**src/rtl/peak_hold_pkg.sv**
```systemverilog
package peak_hold_pkg;
   typedef enum logic [1:0] {
      CH_VOLT = 2'd0,
      CH_CURR = 2'd1,
      CH_TEMP = 2'd2,
      CH_RSVD = 2'd3
   } chan_kind_e;
endpackage

```
**src/rtl/peak_hold_avg.sv**
```systemverilog
module peak_hold_avg #(
   parameter int DW       = 16,
   parameter int AVG_LOG2 = 2
) (
   input  logic          clk,
   input  logic          rst_n,
   input  logic          en,
   input  logic          in_vld,
   input  logic [DW-1:0] in_val,
   output logic          out_vld,
   output logic [DW-1:0] out_val
);
   if (AVG_LOG2 == 0) begin : g_pass
      assign out_vld = in_vld;
      assign out_val = in_val;
   end else begin : g_acc
      localparam int AW = DW + AVG_LOG2;
      localparam logic [AVG_LOG2-1:0] CNT_ONE  = 1;
      localparam logic [AVG_LOG2-1:0] CNT_LAST = '1;

      logic [AVG_LOG2-1:0] cnt_q;
      logic [AW-1:0]       acc_q;
      logic [AW-1:0]       sum_d;
      logic                vld_q;
      logic [DW-1:0]       val_q;

      assign sum_d = acc_q + {{AVG_LOG2{1'b0}}, in_val};

      always_ff @(posedge clk) begin
         if (!rst_n || !en) begin
            cnt_q <= '0;
            acc_q <= '0;
            vld_q <= 1'b0;
            val_q <= '0;
         end else begin
            vld_q <= 1'b0;
            if (in_vld) begin
               if (cnt_q == CNT_LAST) begin
                  val_q <= sum_d[AW-1:AVG_LOG2];
                  vld_q <= 1'b1;
                  acc_q <= '0;
                  cnt_q <= '0;
               end else begin
                  acc_q <= sum_d;
                  cnt_q <= cnt_q + CNT_ONE;
               end
            end
         end
      end

      assign out_vld = vld_q;
      assign out_val = val_q;
   end
endmodule

```
**src/rtl/peak_hold_cmp.sv**
```systemverilog
module peak_hold_cmp #(
   parameter int DW = 16
) (
   input  logic          is_signed,
   input  logic [DW-1:0] cand,
   input  logic [DW-1:0] held,
   output logic          greater
);
   logic gt_u;
   logic gt_s;

   assign gt_u    = cand > held;
   assign gt_s    = $signed(cand) > $signed(held);
   assign greater = is_signed ? gt_s : gt_u;
endmodule

```
**src/rtl/peak_hold_reg.sv**
```systemverilog
module peak_hold_reg
   import peak_hold_pkg::*;
#(
   parameter int DW       = 16,
   parameter int AVG_LOG2 = 2
) (
   input  logic          clk,
   input  logic          rst_n,
   input  logic          smp_vld,
   input  logic [DW-1:0] smp_val,
   input  logic          host_wr,
   input  logic [DW-1:0] host_data,
   input  logic [1:0]    chan_kind,
   input  logic          filt_en,
   output logic [DW-1:0] peak_val
);
   localparam logic [DW-1:0] FLOOR_S = {1'b1, {(DW-1){1'b0}}};
   localparam logic [DW-1:0] CLR_T   = '1;

   if (DW < 4) begin : g_bad_dw
      $error("peak_hold_reg: DW must be at least 4");
   end
   if (AVG_LOG2 < 0 || AVG_LOG2 > 8) begin : g_bad_avg
      $error("peak_hold_reg: AVG_LOG2 must be within 0..8");
   end

   logic          is_temp;
   logic          filt_act;
   logic          avg_vld;
   logic [DW-1:0] avg_val;
   logic          ofr_vld;
   logic [DW-1:0] ofr_val;
   logic          ofr_gt;
   logic [DW-1:0] peak_q;

   assign is_temp  = (chan_kind == CH_TEMP);
   assign filt_act = filt_en && (chan_kind == CH_VOLT);

   peak_hold_avg #(.DW(DW), .AVG_LOG2(AVG_LOG2)) u_avg (
      .clk     (clk),
      .rst_n   (rst_n),
      .en      (filt_act),
      .in_vld  (smp_vld),
      .in_val  (smp_val),
      .out_vld (avg_vld),
      .out_val (avg_val)
   );

   assign ofr_vld = filt_act ? avg_vld : smp_vld;
   assign ofr_val = filt_act ? avg_val : smp_val;

   peak_hold_cmp #(.DW(DW)) u_cmp (
      .is_signed (is_temp),
      .cand      (ofr_val),
      .held      (peak_q),
      .greater   (ofr_gt)
   );

   always_ff @(posedge clk) begin
      if (!rst_n) begin
         peak_q <= '0;
      end else if (host_wr) begin
         peak_q <= (is_temp && host_data == CLR_T) ? FLOOR_S : host_data;
      end else if (ofr_vld && ofr_gt) begin
         peak_q <= ofr_val;
      end
   end

   assign peak_val = peak_q;
endmodule

```
**config.mk**
```make
export PLATFORM = sky130hd
export DESIGN_NAME = peak_hold_reg
export DESIGN_NICKNAME = d
export VERILOG_FILES = /design/src/rtl/peak_hold_pkg.sv /design/src/rtl/peak_hold_avg.sv /design/src/rtl/peak_hold_cmp.sv /design/src/rtl/peak_hold_reg.sv
export SDC_FILE = /design/constraint.sdc
export NUM_CORES = 1
export LEC_CHECK = 0
export BUFFER_PORTS_ARGS = -buffer_cell sky130_fd_sc_hd__buf_2
export CAP_MARGIN = 20
export CORE_MARGIN = 2
export CORE_UTILIZATION = 50
export DETAILED_ROUTE_END_ITERATION = 8
export GPL_ROUTABILITY_DRIVEN = 0
export PLACE_DENSITY = 0.72
export SYNTH_ARGS = -nofsm -noshare
export SYNTH_HDL_FRONTEND = slang
export SYNTH_SLANG_ARGS = --single-unit
```
**constraint.sdc**
```tcl
create_clock -name clk -period 8.1 [get_ports clk]
set_input_delay 1.62 -clock clk [delete_from_list [all_inputs] [get_ports clk]]
set_output_delay 1.62 -clock clk [all_outputs]
set_load 0.005 [all_outputs]
```
==> results.md <==
- Arrival @ worst endpoint: 4870 ps
- Worst-path clk slew: 100 ps
- Antenna-violating nets left: 0
- Final worst setup slack: 3491 ps
- Vias per cell: 5.923
- Largest area contributor in the netlist: dfxtp_1
- Syn Area/Cell: 8.532 um^2
- Clock skew: 12.15 ps
- Max Slew Vio Count: 0
- Wire length on met1: 4388 um
- GR Util All Layers: 23.77%
- Max_cap viols: 0
- Synth async-reset ratio: 0%
- Final Cycle Share: 56.91%
- Largest net degree at the start of global routing: 29
- Post-Syn Nets: 493
- Post-Syn Area: 3583 um^2
- # H-tree levels: 2
- Vias in the first global route: 3097
- Die width: 88.66 um
- Slew HR: 31.38%
- VDD IR-drop max: 0.07256 mV
- Critical path fanouts, max: 21
- Sequential element share of the synthesized area: 29.61%
- Hold Vio Cnt, Final: 0
- Maximum clock insertion buffer count: 2
- Die Y: 88.66 um
- Die ar.: 7860 um^2
- Initial core utilization: 52.17%
- WL final: 9229 um
- DR vias: 3311
- CTS Sinks: 53
- Initial DRC count: 211
- Post_cts resized: 0
- Element type at the critical path end: register
- DRC Markers: 0
- Fmax: 217.0 MHz
- Power Dens Cells: 139.3 nW/um^2
- Antenna diodes: 0
- Largest cells by area after synthesis: dfxtp_1, ha_1, mux2_2
- Routed wl met3: 302 um
- CP Data Required Time: 8360 ps
- Type of the worst setup path: in -> reg
- Post-CTS Repair Setup Buffers: 0
- DP HPWL: 6994 um
- Number of synthesized flops with an enable pin: 0
- #FFs+latches synth: 53
- Leading cell type in the layout, fill and taps excluded: buf_2
- Yosys top cell area share: 29.61%
- Share of cells above drive strength 1: 19.01%
- Port Buffers: 54
- Worst R2R Setup Slack: 5190 ps
- CP Launch Type: input pin
- Distinct cells, synth: 53
- FP Rows: 30
- Setup TNS: 0 ps
- Clk Latency, worst-skew pair: 320 ps
- Status: finished, final reports clean
- 1st-pass router iterations: 5
- Primary FF master, synth: dfxtp_1
- Core ar.: 6869 um^2
- Most frequent cells in the layout: buf_2, dfxtp_1, ha_1, nand2_1, a21oi_1
- Top-Level Pins: 55
- Root buffer cell: clkbuf_8
- YS warnings: 0
- Max Used Layer: met4
- Final setup vio count: 0
- CTS Hold Bufs: 0
- Final nets: 535
- Hold Path Class: reg -> reg
- TritonCTS clock tree: done
- Met2 WL post-DR: 4325 um
- Grt ovf: 0
- Fillers: 658
- Initial antenna violation count: 0
- Mapped Cells: 420
- Shortest period the worst path allows: 4609 ps
- Dpl ws: 3190 ps
- TritonCTS buffer count: 5
- First-pass GRT wire length: 14490 um
- Layout area overhead: 11.21%
- RSZ-0062 raised after global routing: no
- Pleak: 1.596 nW
- Worst Tran Pin Value: 1025 ps
- WL/cell: 16.51 um
-- worst max-delay path, cell delays in order --
cell     delay [ps]
buf_2           110
nor3b_2         200
buf_4           310
mux2_2          390
ha_1            320
a21oi_1         170
nand2_1          70
a21oi_1         200
nor4b_4         400
mux2i_4         610
mux2_4          350
o21ai_2         100
-- synthesized netlist by cell type, drive strengths merged, types with 2 or more instances --
cell type,number
o21a,2
dfxtp,53
o221ai,2
a21boi,15
buf,5
xor2,7
nand2,31
inv,26
or4,3
mux2i,4
ha,33
nor2,26
a31oi,2
nor2b,3
and2,4
o211ai,8
mux2,15
nand2b,7
nand3b,15
or3,3
nor3,7
nand4,12
xnor2,7
a22oi,9
a211oi,5
a32oi,14
a21oi,30
clkbuf,16
nand3,16
o21ai,20
o2bb2ai,2
a21o,7
-- report_power, final --
part	internal, mW	total (mW)	switching (mW)
clock	0.0614	0.152	0.0901
combinational	0.0550	0.130	0.0753
sequential	0.268	0.273	0.00552
-- flip-flops by register name (all words and copies together) (netlist names) --
signal and flops:
peak_val 16, u_avg.g_acc.acc_q 18, u_avg.g_acc.cnt_q 2, u_avg.out_val 16, u_avg.out_vld 1
-- per-layer routing --
layer	track usage, %	vias to the layer above
li1	-	1645
met1	31.91	1577
met2	38.60	72
met3	3.358	17
met4	9.091	0
met5	0	-
-- metrics by stage --
stage               hold WS (ps)  instances  utilization (%)  power, mW  instance area (um^2)
CTS                        463.1        559            58.01     0.5577                  3985
global placement           446.6        551            56.79     0.4046                  3901
detailed placement         447.1        551            56.79     0.4072                  3901
global route               492.0        559            58.01     0.5807                  3985
finish                     461.8        559            58.01     0.5550                  3985
floorplan                  432.9        420                -     0.3686                  3583
-- worst paths after layout --
path                     startpoint                to  cells after the start
hold reg to reg    u_avg.out_val[1]  u_avg.out_val[1]                      2
hold / removal     u_avg.out_val[1]  u_avg.out_val[1]                      2
setup reg to reg  u_avg.out_val[14]       peak_val[0]                      9
setup / recovery       chan_kind[1]       peak_val[0]                     12
-- layout make-up --
cell class	instances	area (um^2)	share of cell area, %
tap	96	120.1	3.014
multi-input combinational	320	2337	58.65
clock inverter	1	7.507	0.1884
inverter	26	97.59	2.449
clock buffer	7	76.32	1.915
sequential	53	1061	26.62
timing repair buffer	56	285.3	7.159
-- cell families (layout without fill, tap and decap cells) --
family	count (synthesis)	count (layout)	share of synthesized area, %
buffers and inverters	47	90	5.307
adders and majority gates	34	34	12.08
xor gates and xnor gates	14	14	3.631
DFF	53	53	29.61
AOI/OAI and AO/OA	121	121	23.18
and+or+nand+nor	132	132	19.90
muxes	19	19	6.285
Note: power is estimated with default switching activity, not from simulation.
